[config.mk]
export PLATFORM = sky130hd
export DESIGN_NAME = mc_seq
export DESIGN_NICKNAME = d
export VERILOG_FILES = /design/src/rtl/mc_seq.sv
export SDC_FILE = /design/constraint.sdc
export NUM_CORES = 1
export LEC_CHECK = 0
export BUFFER_PORTS_ARGS = -buffer_cell sky130_fd_sc_hd__buf_2
export CAP_MARGIN = 30
export CORE_AREA = 2 2 39 41
export CTS_BUF_LIST = sky130_fd_sc_hd__clkbuf_4 sky130_fd_sc_hd__clkbuf_8 sky130_fd_sc_hd__clkbuf_16
export DETAILED_ROUTE_END_ITERATION = 7
export DIE_AREA = 0 0 41 43
export GPL_ROUTABILITY_DRIVEN = 0
export GPL_TIMING_DRIVEN = 0
export PLACE_DENSITY_LB_ADDON = 0.08
export SLEW_MARGIN = 20
export SYNTH_ARGS = -nofsm -noshare
export SYNTH_HDL_FRONTEND = slang
export SYNTH_SLANG_ARGS = --single-unit
[constraint.sdc]
create_clock -name clk -period 1.65 [get_ports clk]
set_input_delay 0.165 -clock clk [delete_from_list [all_inputs] [get_ports clk]]
set_output_delay 0.165 -clock clk [all_outputs]
set_load 0.05 [all_outputs]
[src/rtl/mc_seq.sv]
module mc_seq #(
  parameter int OPW = 6,
  parameter logic [OPW-1:0] OP_ARITH = 6'd0,
  parameter logic [OPW-1:0] OP_JUMP  = 6'd2,
  parameter logic [OPW-1:0] OP_BEQ   = 6'd4,
  parameter logic [OPW-1:0] OP_LOAD  = 6'd35,
  parameter logic [OPW-1:0] OP_STORE = 6'd43
) (
  input  logic           clk,
  input  logic           rst,
  input  logic [OPW-1:0] opcode,
  output logic           addr_sel,
  output logic           mem_rd,
  output logic           mem_wr,
  output logic           ir_we,
  output logic           dst_sel,
  output logic           wb_sel,
  output logic           rf_we,
  output logic           alu_a_sel,
  output logic [1:0]     alu_b_sel,
  output logic [1:0]     alu_op,
  output logic [1:0]     pc_src,
  output logic           pc_we,
  output logic           pc_we_cond
);

  typedef enum logic [3:0] {
    S_FETCH, S_DECODE, S_ADDR, S_RD, S_LWB, S_WR, S_EXEC, S_RWB, S_BEQ, S_JMP
  } step_t;

  step_t st, st_nx;

  wire is_mem   = (opcode == OP_LOAD) || (opcode == OP_STORE);
  wire is_known = is_mem || (opcode == OP_ARITH) || (opcode == OP_BEQ) || (opcode == OP_JUMP);

  always_ff @(posedge clk) begin
    if (rst) st <= S_FETCH;
    else     st <= st_nx;
  end

  always_comb begin
    st_nx = S_FETCH;
    case (st)
      S_FETCH:  st_nx = S_DECODE;
      S_DECODE: begin
        if (is_mem)                 st_nx = S_ADDR;
        else if (opcode == OP_ARITH) st_nx = S_EXEC;
        else if (opcode == OP_BEQ)   st_nx = S_BEQ;
        else if (opcode == OP_JUMP)  st_nx = S_JMP;
        else                         st_nx = S_FETCH;
      end
      S_ADDR: begin
        if (opcode == OP_LOAD)       st_nx = S_RD;
        else if (opcode == OP_STORE) st_nx = S_WR;
        else                         st_nx = S_FETCH;
      end
      S_RD:    st_nx = S_LWB;
      S_EXEC:  st_nx = S_RWB;
      default: st_nx = S_FETCH;
    endcase
  end

  always_comb begin
    addr_sel = 1'b0; mem_rd = 1'b0; mem_wr = 1'b0; ir_we = 1'b0;
    dst_sel = 1'b0; wb_sel = 1'b0; rf_we = 1'b0; alu_a_sel = 1'b0;
    alu_b_sel = 2'b00; alu_op = 2'b00; pc_src = 2'b00;
    pc_we = 1'b0; pc_we_cond = 1'b0;
    case (st)
      S_FETCH: begin
        mem_rd = 1'b1; ir_we = 1'b1; alu_b_sel = 2'b01; pc_we = 1'b1;
      end
      S_DECODE: alu_b_sel = 2'b11;
      S_ADDR: begin
        alu_a_sel = 1'b1; alu_b_sel = 2'b10;
      end
      S_RD: begin
        addr_sel = 1'b1; mem_rd = 1'b1;
      end
      S_LWB: begin
        rf_we = 1'b1; wb_sel = 1'b1;
      end
      S_WR: begin
        addr_sel = 1'b1; mem_wr = 1'b1;
      end
      S_EXEC: begin
        alu_a_sel = 1'b1; alu_op = 2'b10;
      end
      S_RWB: begin
        dst_sel = 1'b1; rf_we = 1'b1;
      end
      S_BEQ: begin
        alu_a_sel = 1'b1; alu_op = 2'b01; pc_src = 2'b01; pc_we_cond = 1'b1;
      end
      S_JMP: begin
        pc_src = 2'b10; pc_we = 1'b1;
      end
      default: ;
    endcase
  end

  p_reset_fetch_r1: assert property (@(posedge clk)
    rst |=> (ir_we && mem_rd && pc_we));

  p_decode_follows_r3: assert property (@(posedge clk) disable iff (rst)
    ir_we |=> (!ir_we && alu_b_sel == 2'b11));

  p_read_then_wb_r5: assert property (@(posedge clk) disable iff (rst)
    (mem_rd && addr_sel) |=> (rf_we && wb_sel && !dst_sel));

  p_pc_excl_r8: assert property (@(posedge clk) disable iff (rst)
    !(pc_we && pc_we_cond));

  p_jump_returns_r9: assert property (@(posedge clk) disable iff (rst)
    (pc_we && pc_src == 2'b10) |=> ir_we);

  p_unknown_fetch_r10: assert property (@(posedge clk) disable iff (rst)
    (alu_b_sel == 2'b11 && !alu_a_sel && !is_known) |=> ir_we);

  p_rdwr_excl_r11: assert property (@(posedge clk) disable iff (rst)
    !(mem_rd && mem_wr));

endmodule

Word-level counts from Yosys, hierarchy flattened. Index checks and enable logic that the tools add are counted.

Flip-flop bits (word level): 4. Input bits: 8. Word-level logic and storage cells: 42.

Eq/ne operators: 13. Muxes and demuxes: 20. Reductions and logical operators: 8.

Operators by type and width (count): 4-bit case mux with 5 select lines (1); 4-bit by 3-bit == test with 1-bit output (second input constant) (4); 4-bit 2-to-1 mux (4); 6-bit == test (second input constant) (2); 1-bit 2-to-1 mux (10); 4-bit by 2-bit == test with 1-bit output (second input constant) (2); 4-bit == test (second input constant) (2); 2-bit case mux with 2 select lines (2); 2-bit OR reduction (4); 6-bit by 2-bit == test with 1-bit output (second input constant) (1); 6-bit by 3-bit == test with 1-bit output (second input constant) (1); 6-bit logical NOT (1); 3-bit 2-to-1 mux (2); 2-bit case mux with 3 select lines (1); 4-bit by 1-bit == test with 1-bit output (second input constant) (1); 4-bit logical NOT (1); 3-bit OR reduction (1); 1-bit logical OR (1).

Longest topological paths before layout.
Depth after elaboration: 6. Mapped depth: 4. Gate-level depth less buffers: 3.

Worst setup path before layout. OpenSTA, ideal clock, no wires.

Path type: register to output. Start: register st[2]. End: output port pc_src[0]. Data arrival time: 2.189 ns. Data required time: 1.485 ns. Slack: -0.704 ns. Cell stages (with the launch flop): 5. Cells stage by stage: dfxtp_1 buf_1 nand2b_1 nor3_1 buf_4.

Word-level cells in the longest chain between the ends: 2.

RTL lines: from (decl) (RTL line 31) `step_t st, st_nx;`; from (signal assigned) (RTL line 38) `else st <= st_nx;`; 4-bit == test (RTL line 68) `case (st)`; 2-bit case mux with 2 select lines (*) (RTL line 68); to (decl) (RTL line 22) `output logic [1:0] pc_src,`.

Mark *: on every way between the ends. The rest lies on a longest branch, timed or not.

Worst setup path in the final report.
Start: register st[1]. End: output port mem_rd.

Word-level cells in the longest chain between the ends: 3.

RTL lines: 4-bit by 2-bit == test with 1-bit output or 4-bit logical NOT (tied branches) (RTL line 68); 2-bit OR reduction (no source line) (*); 1-bit 2-to-1 mux (*) (RTL line 68); to (decl) (RTL line 13) `output logic mem_rd,`.

Marked as above.

==> flow_summary.json <==
{
  "status": "finished clean",
  "cts_buffers": 3,
  "fmax_mhz": 641,
  "portBuffers": 23,
  "fin_skew_ns": 0.00412,
  "synth_top_area_share_pct": 19.4,
  "worstPathArrival_ns": 1.39,
  "ys_async_sr_fraction_pct": 0,
  "ys_ff_latch": 4,
  "syn_to_final_growth_pct": 54.5,
  "dr.pass1.iters": 4,
  "finalWirelength_um": 1170,
  "crit_slowest_cell": "dfxtp_1",
  "rows": 14,
  "cts_tree": "yes",
  "die-area_sq_um": 1760,
  "clock_power_share_pct": 35.2,
  "synth_top_cell_by_area": "dfxtp_1",
  "tightest_slew_ns": 0.503,
  "cellPowerDensity_nw_per_um2": 518,
  "postRouteAntennaNets": 0,
  "setup-tns-final_ns": 0,
  "pre_cts_slack_ns": -0.0229,
  "antenna_cells": 0,
  "p_sw_share_pct": 34.5,
  "root_buffer": "clkbuf_4",
  "seqPwrFrac_pct": 31.4,
  "crit_chain": "nand2b_1, nand2_1, nor3_1, clkbuf_4",
  "vias_per_cell": 5.04,
  "synth.distinct_cells": 30,
  "reg2reg_depth": 2,
  "min_path_cells": 3,
  "wl_per_cell_um": 11.4,
  "clockBufferDepth": 2,
  "postSynthAreaPerCell_sq_um": 6.88,
  "netlist_instances": 60,
  "slew_viol_final": 0,
  "grt_first_pass_wirelength_um": 1830,
  "cp-end-kind": "output port",
  "yosysSeqAreaShare_pct": 19.4,
  "netlist_area_sq_um": 413,
  "cp-start-kind": "flop",
  "max_stage_delay_ns": 0.44,
  "yosys_warnings": 0,
  "hold_viol": 0,
  "grt-ovfl-total": 0,
  "hpwl_um": 920,
  "hp-start": "opcode[1]",
  "p_int_w": 0.000216,
  "worst_slack_ns": 0.0905,
  "antenna_found_initial": 0,
  "grt_max_degree": 11,
  "synthTopCellsByArea": "dfxtp_1 19%, nor3_1 9.7%, nand2b_1 7.6%",
  "period_share_pct": 94.5,
  "p_leak_nw": 0.282,
  "fin_nets": 96,
  "io_pins": 24,
  "cts_max_level": 1,
  "drive_gt1_share_pct": 47.7,
  "vdd_ir_drop_max_v": 0.000295,
  "initial_core_util_pct": 29.8,
  "grt_pass1_vias": 449,
  "cap_violations": 0,
  "worst_hold_slack_ns": 0.254,
  "synthFlopType": "dfxtp_1",
  "p_switching_w": 0.000114,
  "worst_ep_required_time_ns": 1.48,
  "dr_total_vias": 514,
  "synth_enable_flop_cells": 0,
  "largest_reg_flops": 4,
  "path_class": "flop to output port",
  "grt_util_all_layers_pct": 14.9,
  "clkTransAtPathRegs_ns": 0.04,
  "die_x_um": 41,
  "biggestRegsByFlops": "st (4)",
  "syn_nets": 68,
  "power_frac_comb_pct": 33.4,
  "place_inst": 99,
  "finalNonFillerCells": 102,
  "drtIter0Drc": 10,
  "setup_viol": 0,
  "slew_headroom_pct": 66.0,
  "rsz0062_at_grt": "false",
  "timing.rr.start": "st[1]$_SDFF_PP0_",
  "hold_path_class": "primary input to flop",
  "clk_latency_ns": 0.23,
  "largest-register": "st",
  "crit_path_max_fanout": 8,
  "clkSinkCount": 4,
  "drc": 0,
  "finalCriticalPeriod_ns": 1.56,
  "die_height_um": 43,
  "core-area_sq_um": 1380,
  "cp-startpoint": "st[1]$_SDFF_PP0_"
}
metal layers:
| metal | global-route usage [%] | share of wire [%] | vias to the layer above |
|---|---|---|---|
| li1 | - | - | 273 |
| met1 | 17.7 | 44 | 225 |
| met2 | 25.3 | 52 | 16 |
| met3 | 0 | 4.2 | 0 |
| met4 | 8.00 | 0 | 0 |
| met5 | 0 | 0 | - |
power groups by stage:
stage | combinational (W) | sequential [W] | clock [W]
global route | 0.000119 | 0.000104 | 0.000128
CTS | 0.000109 | 0.000104 | 0.000122
detailed placement | 0.000107 | 0.000105 | 0
finish | 0.000110 | 0.000104 | 0.000116
floorplan | 0.0000785 | 0.000104 | 0
global placement | 0.000106 | 0.000105 | 0
per-stage QoR:
stage | total power [W] | area (sq um) | util, %
after floorplan | 0.000182 | 454 | -
final | 0.000330 | 638 | 46.1
after CTS | 0.000335 | 624 | 45.1
after detailed placement | 0.000212 | 589 | 42.6
after global placement | 0.000211 | 589 | 42.6
after global routing | 0.000351 | 638 | 46.1
area by class of cell:
class / count / area [sq um]
fillers: 152 / 746
multi-input cells: 50 / 350
repair buffers: 23 / 126
flip-flops and latches: 4 / 80.1
plain buffers: 5 / 35.0
clock buffers: 3 / 22.5
well taps: 16 / 20.0
inverters: 1 / 3.75
worst paths after layout:
| check | end | slack [ns] |
|---|---|---|
| max | mem_rd | 0.09 |
| min | st[3]$_SDFF_PP0_ | 0.25 |
| max reg2reg | st[0]$_SDFF_PP0_ | 0.42 |
| min reg2reg | st[3]$_SDFF_PP0_ | 0.62 |
worst max-delay path, delay by kind of cell, from the launching register on:
family,cells,cell delay [ns]
buffers and inverters,1,0.26
DFF,1,0.44
and+or+nand+nor,3,0.46
cells in the final DEF, fill, tap and decap left out, types with 2 or more instances in the layout:
master	netlist	routed
a211oi_2	1	2
buf_2	0	21
buf_4	1	4
clkbuf_4	0	5
dfxtp_1	4	4
nand2_1	4	4
nand2b_1	5	4
nand4_1	2	2
nor2_1	8	8
nor3_1	8	4
nor3_2	0	3
xnor2_1	2	2
cell usage after synthesis, types with 2 or more instances:
library cell and instances:
nand4_1 2, dfxtp_1 4, nand2_1 4, nor4_1 2, buf_1 2, nand2b_1 5, a21oi_1 2, xnor2_1 2
clkbuf_1 2, nor2_1 8, nor3_1 8
kinds of logic (layout without fill, tap and decap cells):
family | after synthesis | count (layout) | synth area share, %
and+or+nand+nor | 38 | 38 | 51.2
AOI/OAI and AO/OA | 8 | 8 | 14.2
buffers and inverters | 6 | 32 | 6.36
DFF | 4 | 4 | 19.4
xor gates and xnor gates | 3 | 3 | 6.36
muxes | 1 | 1 | 2.42
timing repair:
item                                    CTS  global route
pin swaps                                 0             0
gates resized for setup                   7             8
buffers inserted                          0             0
hold buffers                              0             0
endpoints found under the setup margin    9             6
No activity file was read; power rests on OpenSTA's default activity.
